### config.mk
export PLATFORM = sky130hd
export DESIGN_NAME = sprite_surf_regs
export DESIGN_NICKNAME = d
export VERILOG_FILES = /design/src/rtl/surf_pkg.sv /design/src/rtl/surf_wr_arb.sv /design/src/rtl/surf_dbuf.sv /design/src/rtl/surf_stride_chk.sv /design/src/rtl/sprite_surf_regs.sv
export SDC_FILE = /design/constraint.sdc
export NUM_CORES = 1
export LEC_CHECK = 0
export BUFFER_PORTS_ARGS = -buffer_cell sky130_fd_sc_hd__clkbuf_2
export CAP_MARGIN = 20
export CELL_PAD_IN_SITES_DETAIL_PLACEMENT = 2
export CELL_PAD_IN_SITES_GLOBAL_PLACEMENT = 2
export CORE_AREA = 2 2 131 133
export CTS_CLUSTER_SIZE = 12
export DETAILED_ROUTE_END_ITERATION = 6
export DIE_AREA = 0 0 133 135
export PLACE_DENSITY_LB_ADDON = 0.1
export SLEW_MARGIN = 20
export SYNTH_ARGS = -nofsm -noshare
export SYNTH_HDL_FRONTEND = slang
export SYNTH_SLANG_ARGS = --single-unit
### constraint.sdc
create_clock -name clk -period 1.9 [get_ports clk]
set_input_delay 0 -clock clk [delete_from_list [all_inputs] [get_ports clk]]
set_output_delay 0 -clock clk [all_outputs]
set_load 0.01 [all_outputs]
### src/rtl/surf_pkg.sv
package surf_pkg;
  typedef enum logic [1:0] {
    SEL_STRIDE = 2'd0,
    SEL_START  = 2'd1,
    SEL_STATUS = 2'd2,
    SEL_NONE   = 2'd3
  } reg_sel_e;
endpackage

### src/rtl/surf_wr_arb.sv
module surf_wr_arb #(
  parameter int DW = 32
) (
  input  logic          rb_valid,
  input  logic [1:0]    rb_addr,
  input  logic [DW-1:0] rb_wdata,
  input  logic          cmd_valid,
  input  logic [1:0]    cmd_addr,
  input  logic [DW-1:0] cmd_data,
  output logic          rb_ready,
  output logic          wr_en,
  output logic [1:0]    wr_addr,
  output logic [DW-1:0] wr_data
);
  // command stream has fixed priority; bus waits while it is active
  assign rb_ready = !cmd_valid;
  assign wr_en    = cmd_valid || rb_valid;
  assign wr_addr  = cmd_valid ? cmd_addr : rb_addr;
  assign wr_data  = cmd_valid ? cmd_data : rb_wdata;
endmodule

### src/rtl/surf_dbuf.sv
module surf_dbuf
  import surf_pkg::*;
#(
  parameter int DW       = 32,
  parameter int RSV_BITS = 6
) (
  input  logic          clk,
  input  logic          rst_n,
  input  logic          vblank,
  input  logic          wr_en,
  input  logic [1:0]    wr_addr,
  input  logic [DW-1:0] wr_data,
  output logic [DW-1:0] stg_stride,
  output logic [DW-1:0] stg_start,
  output logic [DW-1:0] live_stride,
  output logic [DW-1:0] live_start,
  output logic          pending
);
  logic commit, stride_wr, start_wr;

  assign commit    = vblank && pending;
  assign stride_wr = wr_en && (wr_addr == SEL_STRIDE);
  assign start_wr  = wr_en && (wr_addr == SEL_START);

  always_ff @(posedge clk or negedge rst_n) begin
    if (!rst_n) begin
      stg_stride  <= '0;
      stg_start   <= '0;
      live_stride <= '0;
      live_start  <= '0;
      pending     <= 1'b0;
    end else begin
      if (commit) begin
        live_stride <= stg_stride;
        live_start  <= stg_start;
      end
      if (stride_wr)
        stg_stride <= {wr_data[DW-1:RSV_BITS], {RSV_BITS{1'b0}}};
      if (start_wr)
        stg_start <= wr_data;
      if (start_wr)
        pending <= 1'b1;
      else if (commit)
        pending <= 1'b0;
    end
  end
endmodule

### src/rtl/surf_stride_chk.sv
module surf_stride_chk #(
  parameter int DW              = 32,
  parameter int TILE_ALIGN_BITS = 8,
  parameter int TILE_MAX        = 16384
) (
  input  logic [DW-1:0] stride,
  input  logic          tiled,
  output logic          bad
);
  localparam logic [DW-1:0] MAX_V = DW'(TILE_MAX);
  logic misaligned, too_big;

  assign misaligned = |stride[TILE_ALIGN_BITS-1:0];
  assign too_big    = stride > MAX_V;
  // linear alignment is guaranteed by the zeroed reserved bits
  assign bad        = tiled && (misaligned || too_big);
endmodule

### src/rtl/sprite_surf_regs.sv
module sprite_surf_regs
  import surf_pkg::*;
#(
  parameter int DW              = 32,
  parameter int RSV_BITS        = 6,
  parameter int TILE_ALIGN_BITS = 8,
  parameter int TILE_MAX        = 16384
) (
  input  logic          clk,
  input  logic          rst_n,
  input  logic          tiled,
  input  logic          vblank,
  input  logic          rb_valid,
  output logic          rb_ready,
  input  logic [1:0]    rb_addr,
  input  logic [31:0]   rb_wdata,
  input  logic          cmd_valid,
  input  logic [1:0]    cmd_addr,
  input  logic [31:0]   cmd_data,
  input  logic [1:0]    rd_addr,
  output logic [31:0]   rd_data,
  output logic [31:0]   live_stride,
  output logic [31:0]   live_start
);
  logic          wr_en;
  logic [1:0]    wr_addr;
  logic [DW-1:0] wr_data;
  logic [DW-1:0] stg_stride, stg_start;
  logic          pending, bad, err, err_clr;

  surf_wr_arb #(.DW(DW)) u_arb (
    .rb_valid(rb_valid), .rb_addr(rb_addr), .rb_wdata(rb_wdata),
    .cmd_valid(cmd_valid), .cmd_addr(cmd_addr), .cmd_data(cmd_data),
    .rb_ready(rb_ready), .wr_en(wr_en), .wr_addr(wr_addr), .wr_data(wr_data)
  );

  surf_dbuf #(.DW(DW), .RSV_BITS(RSV_BITS)) u_buf (
    .clk(clk), .rst_n(rst_n), .vblank(vblank),
    .wr_en(wr_en), .wr_addr(wr_addr), .wr_data(wr_data),
    .stg_stride(stg_stride), .stg_start(stg_start),
    .live_stride(live_stride), .live_start(live_start), .pending(pending)
  );

  surf_stride_chk #(.DW(DW), .TILE_ALIGN_BITS(TILE_ALIGN_BITS),
                    .TILE_MAX(TILE_MAX)) u_chk_rule (
    .stride(stg_stride), .tiled(tiled), .bad(bad)
  );

  assign err_clr = wr_en && (wr_addr == SEL_STATUS) && wr_data[0];

  // sticky error: a live violation outranks a clear
  always_ff @(posedge clk or negedge rst_n) begin
    if (!rst_n)       err <= 1'b0;
    else if (bad)     err <= 1'b1;
    else if (err_clr) err <= 1'b0;
  end

  always_comb begin
    unique case (reg_sel_e'(rd_addr))
      SEL_STRIDE: rd_data = stg_stride;
      SEL_START:  rd_data = stg_start;
      SEL_STATUS: rd_data = {{(DW-2){1'b0}}, pending, err};
      default:    rd_data = '0;
    endcase
  end
endmodule

==> results.py <==
metrics = {
    "status": {
        "outcome": "completed",
    },
    "synthesis": {
        "yosysTopAreaCellShare_pct": 53.4,
        "synth_ff_type": "dfrtp_1",
        "synth_area_per_cell_um2": 14.1,
        "synth_edf_count": 0,
        "synth_common_cells": "dfrtp_1, mux2_2, mux2i_1, nor2_1, mux2_4",
        "synth_most_common_cell": "dfrtp_1",
        "yosysUniqueCellTypes": 32,
        "seq_area_frac_synth_pct": 53.4,
        "yosysWarnings": 0,
        "async_flop_share_pct": 100,
        "synthCells": 393,
        "synth.cell_area_mm2": 0.00553,
        "synth_area_leaders": "dfrtp_1, mux2_2, mux2_4, mux2i_1, nor2_1",
        "synth_top_area_cell": "dfrtp_1",
        "ys_ff_latch": 118,
    },
    "floorplan": {
        "start_util_pct": 33.7,
        "ios": 173,
        "dieWidth_um": 133,
        "coreArea_mm2": 0.0164,
        "dieArea_mm2": 0.0180,
        "die_h_um": 135,
        "num_rows": 47,
    },
    "worst_setup_path": {
        "crit_start": "u_buf.stg_stride[8]",
        "critical_path_class": "flip-flop to flip-flop",
        "worst-path-max-fanout": 4,
        "slowest_delay_ps": 560,
        "critPathLaunchType": "flip-flop",
        "arrival_ps": 1890,
        "path_cells": "or4_1 -> o311ai_0 -> nand3_1",
        "path_delay_family": "simple AND/OR/NAND/NOR gates",
        "critPathBufInv": 0,
        "r2r_start": "u_buf.stg_stride[8]",
        "endpoint_kind": "flip-flop",
        "cp_slowest_cell": "or4_1",
        "critPathRequiredTime_ps": 2180,
    },
    "clock_tree": {
        "post-cts-setup-buffer-count": 0,
        "cts_buffers": 17,
        "cts_buffer_depth": 2,
        "clkSinkCount": 118,
        "cts_tree": "yes",
        "clkTransAtPathRegs_ps": 60,
        "htree_num_levels": 4,
        "clockRootBuffer": "clkbuf_16",
        "clock_latency_ps": 420,
    },
    "place": {
        "port_buffers": 166,
        "gp_congestion": 0.725,
        "placed_area_mm2": 0.00662,
        "hpwl_um": 11400,
        "post-place-ws_ps": 263,
        "place_inst": 769,
    },
    "routing": {
        "vias": 4079,
        "post_drt_via_cell_ratio": 4.70,
        "drt-wirelength-per-cell_um": 19.8,
        "first_iter_violations": 85,
        "wl_um": 17100,
        "drtAntennaViolNets": 0,
        "dr.pass1.iters": 4,
        "drc_errors": 0,
    },
    "global_route": {
        "grt_max_degree": 45,
        "grt_first_pass_wirelength_um": 27400,
        "track_usage_pct": 20.2,
        "grt.met1_usage_pct": 23.5,
        "grtUsageMet2_pct": 36.8,
        "antenna_found_initial": 0,
        "grt_pass1_vias": 4795,
        "grt.overflow.total": 0,
        "grtUsageMet3_pct": 4.84,
        "top_usage_layer": "met2",
    },
    "finish": {
        "postLayoutCoreUtil_pct": 48.3,
        "drive_above_1_share_pct": 51.6,
        "n_antenna_cell": 0,
        "final_area_mm2": 0.00792,
        "instances_no_fill": 867,
        "fin_nets": 710,
        "area_delta_synth_final_pct": 43.1,
    },
    "power_and_ir_drop": {
        "vdd.ir_drop.worst_uv": 619,
        "power.density_mw_per_mm2": 1260,
        "power_mw": 9.99,
        "leakage_nw": 3.87,
    },
    "run": {
        "drv_cap": 0,
    },
    "sta": {
        "hold_viol": 0,
        "worst_slew_margin_rel_pct": 64.4,
        "hold_slack_ps": 9.21,
        "setup_slack_ps": 296,
        "period_share_pct": 84.4,
        "finClkSkew_ps": 7.96,
        "rsz0062_at_grt": "no",
        "worstMarginPinSlew_ps": 534,
        "fmax_mhz": 624,
        "finalSetupViolCount": 0,
        "period_minus_slack_ps": 1600,
        "slew_violations": 0,
        "finalSetupTns_ps": 0,
    },
    "min_path": {
        "min-delay-start": "cmd_data[19]",
        "hold_class": "primary input to flip-flop",
    },
}
## where the power goes
part,leakage (nW),switching [mW],internal (mW),total [mW]
registers,1.38,0.612,3.31,3.92
logic,2.18,1.18,1.38,2.56
clock network,0.311,1.12,2.39,3.51
## registers in the layout, summed over array words and instances, names as in the netlist
| register | count |
|---|---|
| u_buf.pending | 1 |
| u_buf.stg_stride | 26 |
| err | 1 |
| u_buf.live_start | 32 |
| u_buf.live_stride | 26 |
| u_buf.stg_start | 32 |
## layout by cell type (no fill, tap or decap)
cell type	synthesis	final
a21o_1	1	1
a21oi_1	10	10
a21oi_4	1	1
a22o_1	2	2
and2_1	4	4
buf_12	2	6
buf_4	7	7
buf_6	5	1
bufinv_16	0	5
clkbuf_1	3	4
clkbuf_16	0	17
clkbuf_2	0	165
clkbuf_8	0	2
clkinv_2	0	3
clkinvlp_4	0	1
conb_1	1	6
dfrtp_1	118	118
dlygate4sd3_1	0	66
inv_1	5	5
mux2_1	1	1
mux2_2	89	89
mux2_4	34	34
mux2i_1	37	37
nand2_1	5	4
nand2_4	0	1
nand3_1	2	2
nand3b_1	1	1
nand4_1	1	1
nand4b_1	2	2
nor2_1	36	36
nor2b_1	3	3
nor4_1	4	4
nor4b_4	1	1
o21ai_0	3	3
o22ai_4	1	1
o311ai_0	1	1
o41ai_1	1	1
or4_1	1	1
## worst min-delay path, delay by kind of cell
kind | cells | cell delay [ps]
buf+inv | 1 | 80
mux | 2 | 320
## logic make-up (layout without fill, tap and decap cells)
family / after synthesis / count (layout) / synth area share [%]
and+or+nand+nor: 60 / 60 / 5.34
muxes: 161 / 161 / 34.2
AOI/OAI and AO/OA: 20 / 20 / 2.60
DFF: 118 / 118 / 53.4
buffers and inverters: 33 / 282 / 4.41
other: 1 / 6 / 0.0678
## final timing paths
check | cells after the start | slack (ps) | end
max reg2reg | 3 | 300 | err
min in group asynchronous | 2 | 70 | u_buf.live_start[28]
min | 3 | 9 | u_buf.stg_start[19]
max in group asynchronous | 3 | 1150 | u_buf.stg_stride[8]
max | 3 | 300 | err
min reg2reg | 2 | 490 | u_buf.live_stride[29]
## repair_timing
item                                   CTS  global route
gates resized for setup                  0             0
hold buffers                            66             0
endpoints found under the hold margin  176             0
## final cells by class
| class | count | area, um2 |
|---|---|---|
| Timing Repair Buffer | 245 | 1670 |
| Multi-Input combinational cell | 247 | 2360 |
| Sequential cell | 118 | 2950 |
| Inverter | 5 | 18.8 |
| Tap cell | 220 | 275 |
| Clock inverter | 9 | 173 |
| Clock buffer | 23 | 468 |
| Fill cell | 1666 | 8490 |
## routing by layer
metal / up-vias / part of all wire (%)
met5: - / 0
met4: 0 / 1.6
met3: 20 / 4.1
met2: 110 / 53
met1: 2086 / 41
li1: 1863 / -
Power figures use the tool's default switching activity.
